$ cat config.mk
export PLATFORM = sky130hd
export DESIGN_NAME = fifo_wmark_unit
export DESIGN_NICKNAME = d
export VERILOG_FILES = /design/src/rtl/fwm_pkg.sv /design/src/rtl/byte_fifo.sv /design/src/rtl/wmark_ctrl.sv /design/src/rtl/fifo_wmark_unit.sv
export SDC_FILE = /design/constraint.sdc
export NUM_CORES = 2
export LEC_CHECK = 0
export ABC_AREA = 1
export BUFFER_PORTS_ARGS = -buffer_cell sky130_fd_sc_hd__buf_4
export CAP_MARGIN = 20
export CORE_MARGIN = 2
export CORE_UTILIZATION = 56
export DETAILED_ROUTE_END_ITERATION = 7
export GPL_ROUTABILITY_DRIVEN = 0
export PLACE_DENSITY = 0.8
export REMOVE_ABC_BUFFERS = 1
export SETUP_SLACK_MARGIN = 0.5
export SLEW_MARGIN = 20
export SYNTH_ARGS = -nofsm -noshare
export SYNTH_HDL_FRONTEND = slang
export SYNTH_SLANG_ARGS = --single-unit
$ cat constraint.sdc
create_clock -name clk -period 7.3 [get_ports clk]
set_input_delay 0.73 -clock clk [delete_from_list [all_inputs] [get_ports clk]]
set_output_delay 0.73 -clock clk [all_outputs]
set_load 0.02 [all_outputs]
$ cat src/rtl/fwm_pkg.sv
package fwm_pkg;

    localparam int CODE_W = 3;
    localparam int LVL_W  = 8;

    typedef struct packed {
        logic [CODE_W-1:0] tx_code;
        logic [CODE_W-1:0] rx_code;
    } wm_ctrl_t;

    // Non-linear threshold table: code 0 is a special small level, others step by 16.
    function automatic logic [LVL_W-1:0] code_to_level(input logic [CODE_W-1:0] code);
        logic [LVL_W-1:0] lvl;
        if (code == '0) lvl = LVL_W'(4);
        else            lvl = LVL_W'({code, 4'b0000});
        return lvl;
    endfunction

endpackage

$ cat src/rtl/byte_fifo.sv
module byte_fifo #(
    parameter int DATA_W = 8,
    parameter int DEPTH  = 128,
    localparam int PTR_W = $clog2(DEPTH),
    localparam int CNT_W = $clog2(DEPTH + 1)
) (
    input  logic              clk,
    input  logic              rst_n,
    input  logic              push,
    input  logic [DATA_W-1:0] wdata,
    input  logic              pop,
    output logic [DATA_W-1:0] rdata,
    output logic [CNT_W-1:0]  count,
    output logic              full,
    output logic              empty,
    output logic              ovf,
    output logic              udf
);

    localparam logic [CNT_W-1:0] FULL_CNT = CNT_W'(DEPTH);
    localparam logic [PTR_W-1:0] LAST_PTR = PTR_W'(DEPTH - 1);

    typedef struct packed {
        logic [PTR_W-1:0] wr;
        logic [PTR_W-1:0] rd;
        logic [CNT_W-1:0] cnt;
        logic             ovf;
        logic             udf;
    } fifo_st_t;

    fifo_st_t st_d, st_q;
    logic     push_ok, pop_ok;
    logic [DATA_W-1:0] mem [DEPTH];

    always_comb begin
        push_ok = push && (st_q.cnt != FULL_CNT);
        pop_ok  = pop  && (st_q.cnt != '0);
        st_d    = st_q;
        if (push_ok) st_d.wr = (st_q.wr == LAST_PTR) ? '0 : st_q.wr + 1'b1;
        if (pop_ok)  st_d.rd = (st_q.rd == LAST_PTR) ? '0 : st_q.rd + 1'b1;
        st_d.cnt = st_q.cnt + CNT_W'(push_ok) - CNT_W'(pop_ok);
        st_d.ovf = push && !push_ok;
        st_d.udf = pop  && !pop_ok;
    end

    always_ff @(posedge clk or negedge rst_n) begin
        if (!rst_n) st_q <= '0;
        else        st_q <= st_d;
    end

    always_ff @(posedge clk) begin
        if (push_ok) mem[st_q.wr] <= wdata;
    end

    assign rdata = mem[st_q.rd];
    assign count = st_q.cnt;
    assign full  = (st_q.cnt == FULL_CNT);
    assign empty = (st_q.cnt == '0);
    assign ovf   = st_q.ovf;
    assign udf   = st_q.udf;

    a_r10_no_overflow: assert property (@(posedge clk) disable iff (!rst_n)
        count <= FULL_CNT);

    a_r10_ovf_pulse: assert property (@(posedge clk) disable iff (!rst_n)
        (push && full) |=> ovf);

    a_r10_full_push_hold: assert property (@(posedge clk) disable iff (!rst_n)
        (push && full && !pop) |=> $stable(count));

    a_r10_udf_pulse: assert property (@(posedge clk) disable iff (!rst_n)
        (pop && empty) |=> (udf && count == $past(count) + CNT_W'(!$past(full) && $past(push))));

    a_r9_both_hold: assert property (@(posedge clk) disable iff (!rst_n)
        (push && pop && !full && !empty) |=> $stable(count));

endmodule

$ cat src/rtl/wmark_ctrl.sv
module wmark_ctrl
    import fwm_pkg::*;
#(
    parameter int CNT_W = 8
) (
    input  logic             clk,
    input  logic             rst_n,
    input  logic             reg_we,
    input  logic             reg_addr,
    input  logic [7:0]       reg_wdata,
    output logic [7:0]       reg_rdata,
    input  logic [CNT_W-1:0] tx_count,
    input  logic [CNT_W-1:0] rx_count,
    output logic             tx_low,
    output logic             rx_high,
    output logic             irq_n
);

    typedef struct packed {
        wm_ctrl_t   ctrl;
        logic [1:0] ie;
        logic       tx_low;
        logic       rx_high;
    } wm_st_t;

    wm_st_t           st_d, st_q;
    logic [CNT_W-1:0] thr_tx, thr_rx;
    logic             unused_hi;

    assign unused_hi = ^reg_wdata[7:6];

    always_comb begin
        thr_tx     = CNT_W'(code_to_level(st_q.ctrl.tx_code));
        thr_rx     = CNT_W'(code_to_level(st_q.ctrl.rx_code));
        st_d         = st_q;
        st_d.tx_low  = (tx_count < thr_tx);
        st_d.rx_high = (rx_count > thr_rx);
        if (reg_we) begin
            if (!reg_addr) begin
                st_d.ctrl.tx_code = reg_wdata[5:3];
                st_d.ctrl.rx_code = reg_wdata[2:0];
            end else begin
                st_d.ie = reg_wdata[1:0];
            end
        end
    end

    always_ff @(posedge clk or negedge rst_n) begin
        if (!rst_n) begin
            st_q         <= '0;
            st_q.tx_low  <= 1'b1;
        end else begin
            st_q <= st_d;
        end
    end

    assign reg_rdata = reg_addr ? {6'b0, st_q.ie} : {2'b00, st_q.ctrl.tx_code, st_q.ctrl.rx_code};
    assign tx_low    = st_q.tx_low;
    assign rx_high   = st_q.rx_high;
    assign irq_n     = ~|({st_q.rx_high, st_q.tx_low} & st_q.ie);

    a_r7_tx_equal: assert property (@(posedge clk) disable iff (!rst_n)
        (tx_count == thr_tx) |=> !tx_low);

    a_r7_rx_equal: assert property (@(posedge clk) disable iff (!rst_n)
        (rx_count == thr_rx) |=> !rx_high);

    a_r5_empty_low: assert property (@(posedge clk) disable iff (!rst_n)
        (tx_count == '0) |=> tx_low);

    a_r6_empty_not_high: assert property (@(posedge clk) disable iff (!rst_n)
        (rx_count == '0) |=> !rx_high);

    a_r4_masked_quiet: assert property (@(posedge clk) disable iff (!rst_n)
        (reg_we && reg_addr && reg_wdata[1:0] == 2'b00) |=> irq_n);

    a_r3_unused_read: assert property (@(posedge clk) disable iff (!rst_n)
        (reg_we && !reg_addr) |=> (reg_addr || reg_rdata[7:6] == 2'b00));

endmodule

$ cat src/rtl/fifo_wmark_unit.sv
module fifo_wmark_unit #(
    parameter int DATA_W = 8,
    parameter int DEPTH  = 128,
    localparam int CNT_W = $clog2(DEPTH + 1)
) (
    input  logic              clk,
    input  logic              rst_n,
    input  logic              tx_push,
    input  logic [DATA_W-1:0] tx_wdata,
    input  logic              tx_pop,
    output logic [DATA_W-1:0] tx_rdata,
    output logic [CNT_W-1:0]  tx_level,
    output logic              tx_full,
    output logic              tx_empty,
    output logic              tx_ovf,
    output logic              tx_udf,
    input  logic              rx_push,
    input  logic [DATA_W-1:0] rx_wdata,
    input  logic              rx_pop,
    output logic [DATA_W-1:0] rx_rdata,
    output logic [CNT_W-1:0]  rx_level,
    output logic              rx_full,
    output logic              rx_empty,
    output logic              rx_ovf,
    output logic              rx_udf,
    input  logic              reg_we,
    input  logic              reg_addr,
    input  logic [7:0]        reg_wdata,
    output logic [7:0]        reg_rdata,
    output logic              stat_tx_low,
    output logic              stat_rx_high,
    output logic              irq_n
);

    byte_fifo #(.DATA_W(DATA_W), .DEPTH(DEPTH)) u_tx_fifo (
        .clk   (clk),
        .rst_n (rst_n),
        .push  (tx_push),
        .wdata (tx_wdata),
        .pop   (tx_pop),
        .rdata (tx_rdata),
        .count (tx_level),
        .full  (tx_full),
        .empty (tx_empty),
        .ovf   (tx_ovf),
        .udf   (tx_udf)
    );

    byte_fifo #(.DATA_W(DATA_W), .DEPTH(DEPTH)) u_rx_fifo (
        .clk   (clk),
        .rst_n (rst_n),
        .push  (rx_push),
        .wdata (rx_wdata),
        .pop   (rx_pop),
        .rdata (rx_rdata),
        .count (rx_level),
        .full  (rx_full),
        .empty (rx_empty),
        .ovf   (rx_ovf),
        .udf   (rx_udf)
    );

    wmark_ctrl #(.CNT_W(CNT_W)) u_wmark (
        .clk       (clk),
        .rst_n     (rst_n),
        .reg_we    (reg_we),
        .reg_addr  (reg_addr),
        .reg_wdata (reg_wdata),
        .reg_rdata (reg_rdata),
        .tx_count  (tx_level),
        .rx_count  (rx_level),
        .tx_low    (stat_tx_low),
        .rx_high   (stat_rx_high),
        .irq_n     (irq_n)
    );

    a_r11_irq_idle_after_reset: assert property (@(posedge clk) disable iff (!rst_n)
        $rose(rst_n) |-> irq_n);

endmodule

==> results.tsv <==
metric	value	unit
status	complete, but fails checks	
failing checks	design-rule violations	
Final Routed Wirelength	219000	um
die area	0.165	sq mm
worst hold start	rx_push	
Cells after Synth	8634	
P_int	22.2	mW
synthesized flop and latch total	2106	
max-slew violations	0	
Critical Path End Type	primary output	
DR pass1 iterations	8	
RSZ-0062 raised after global routing	no	
arrival time at the worst endpoint	4780	ps
Iter 0 DRT Violations	8011	
R2R Path Start	u_tx_fifo.count[2]$_DFF_PN0_	
clock share of power	30.0	%
largest net degree at the start of global routing	187	
Power Dens Cells	352	mW/mm^2
vias	61500	
share of the synthesized area in the top cell type	68.1	%
clk buf depth	3	
Comb power frac	29.8	%
Sink Count	2106	
final count of negative-setup-slack endpoints	0	
Psw	12.6	mW
fmax	182	MHz
synth top area cells	edfxtp_1, nand2_1, nor2_1	
WHS	105	ps
Overflow after GRT	0	
largest fanout on the critical path	30	
worst slew pin tran	1190	ps
GRT Util Overall	26.2	%
part of the cycle the worst path needs	75.4	%
post-cts resize count	0	
Vert. Die Dim	406	um
Final Instance Area	0.0987	sq mm
Rel. slew slack	20.4	%
WL per Instance	20.1	um
Clock transition at path regs	60	ps
initial antenna violation count	1	
vias in the first global route	59700	
clock skew	72.2	ps
Num CTS Buffers	202	
detailed-route DRC error count	7	
die width	406	um
H-tree depth	4	
# Post-CTS Setup Buffers	0	
Tmin final	5510	ps
drt via density	5.66	
fillers	11700	
n_diodes	0	
MaxCap Viol Count	0	
layout cells sized above 1	5.26	%
Synth cell types	36	
yosys warns	0	
Initial Util	56.3	%
Worst VDD drop	0.353	mV
CP Launch Point	u_tx_fifo.st_q[12]$_DFFE_PN0P_	
final hold viol count	0	
Syn Std Cell Area	0.0904	sq mm
sequential area share after synthesis	69.7	%
placed instance area	0.0920	sq mm
Post-DP HPWL	122000	um
core area	0.160	sq mm
Sw Ratio	36.1	%
area grow syn2layout	9.23	%
# hold bufs at CTS	1	
# nets final	8601	
port buffer count	78	
leading area contributor after synthesis	edfxtp_1	
Pleak	38.8	nW
Core Rows	147	
Core Util, Final	61.5	%
CP required	6570	ps
syn_area_per_cell	10.5	sq um
ys async rst share	2.75	%
worst-skew pair later-pin latency	870	ps
first-pass GRT wire length	333000	um
CTS tree	done	
DRT antenna net count	0	
number of synthesized flops with an enable pin	2048	
Top Ports	83	
Seq pwr share	40.3	%
Setup crit start kind	flop	
Main synth FF type	edfxtp_1	
clock tree root driver cell	clkbuf_16	
Crit Path Category	reg2out	
setup TNS	0	ps
Min-Delay Path Class	in2reg	
-- cells in the final DEF (no fill, tap or decap), types with 50 or more instances in the layout --
cell type,count
edfxtp_1,2048
clkbuf_1,50
nor2_1,1197
nand3_1,862
o21ai_0,353
dfrtp_1,51
inv_1,828
clkbuf_16,202
nand2_1,2590
clkinv_1,58
buf_4,138
-- power groups by stage --
stage | Sequential [mW] | Clock (mW) | Combinational [mW]
3_3_place_gp | 14.2 | 0 | 9.77
2_1_floorplan | 14.7 | 0 | 6.33
4_1_cts | 14.0 | 10.5 | 10.1
3_5_place_dp | 14.2 | 0 | 9.99
6_report | 14.0 | 10.4 | 10.3
5_1_grt | 14.0 | 10.9 | 11.2
-- cell families after synthesis --
group                      after synthesis  share of synthesized area [%]
other                                    1                        0.00415
xor gates and xnor gates                23                          0.223
AOI/OAI and AO/OA                      462                           2.60
buffers and inverters                 1306                           6.18
adders and majority gates               37                          0.529
DFF                                   2106                           69.7
and+or+nand+nor                       4699                           20.8
-- Yosys cell counts (19+ instances only) --
cell type / number
nand3_1: 866
buf_1: 39
buf_2: 195
a21oi_1: 48
nand2_1: 2591
edfxtp_1: 2048
nor3_1: 21
ha_1: 35
o21ai_1: 48
clkbuf_1: 117
o21ai_0: 353
xor2_1: 19
nor2_1: 1201
inv_1: 830
buf_4: 97
dfrtp_1: 57
-- worst paths after layout --
kind,slack [ps],end,cells past startpoint
hold reg to reg,500,u_wmark.tx_low$_DFF_PN1_,1
min in group asynchronous,550,u_rx_fifo.st_q[10]$_DFFE_PN0P_,2
setup / recovery,1790,tx_rdata[7],12
max in group asynchronous,5960,u_tx_fifo.st_q[10]$_DFFE_PN0P_,2
setup reg to reg,3090,u_tx_fifo.mem[52][4]$_DFFE_PP_,10
hold / removal,110,u_rx_fifo.ovf$_DFF_PN0_,3
-- through the flow --
step                      total power [mW]  cells  worst slack (ps)
after floorplan                       21.0   8177            -13750
after global placement                24.0  10500              2760
after detailed placement              24.2  10500              2770
after CTS                             34.6  10900              1860
after global routing                  36.1  10900              1570
final                                 34.8  10900              1790
-- area by class of cell --
cell class / count / area [sq um] / area share (%)
clock buffers: 255 / 5280 / 5.35
clock inverters: 123 / 1370 / 1.39
inverters: 848 / 3210 / 3.25
multi-input cells: 5223 / 21900 / 22.2
flip-flops and latches: 2106 / 63000 / 63.8
well taps: 2160 / 2700 / 2.74
repair buffers: 151 / 1290 / 1.30
-- routing by layer --
layer | global-route usage [%] | routed length [um]
met1 | 32.5 | 78000
met5 | 0 | 13
met3 | 4.66 | 21000
met4 | 13.9 | 11700
met2 | 44.0 | 108000
-- registers in the layout, summed over array words and instances (netlist names) --
register and cells:
u_rx_fifo.count 8, u_rx_fifo.mem 1024, u_rx_fifo.ovf 1, u_rx_fifo.st_q 14, u_rx_fifo.udf 1, u_tx_fifo.count 8, u_tx_fifo.mem 1024, u_tx_fifo.ovf 1
u_tx_fifo.st_q 14, u_tx_fifo.udf 1, u_wmark.rx_high 1, u_wmark.st_q 8, u_wmark.tx_low 1
-- worst max-delay path: stages (launching register included) --
cell,delay (ps)
dfrtp_2,840
nand2_1,560
inv_2,750
buf_4,410
nand2_1,100
a21oi_1,170
nor2_1,110
nand2_1,90
nand2_1,130
nor2_1,140
nor2_1,60
nor2_1,370
buf_4,230
No activity file was read; power rests on OpenSTA's default activity.
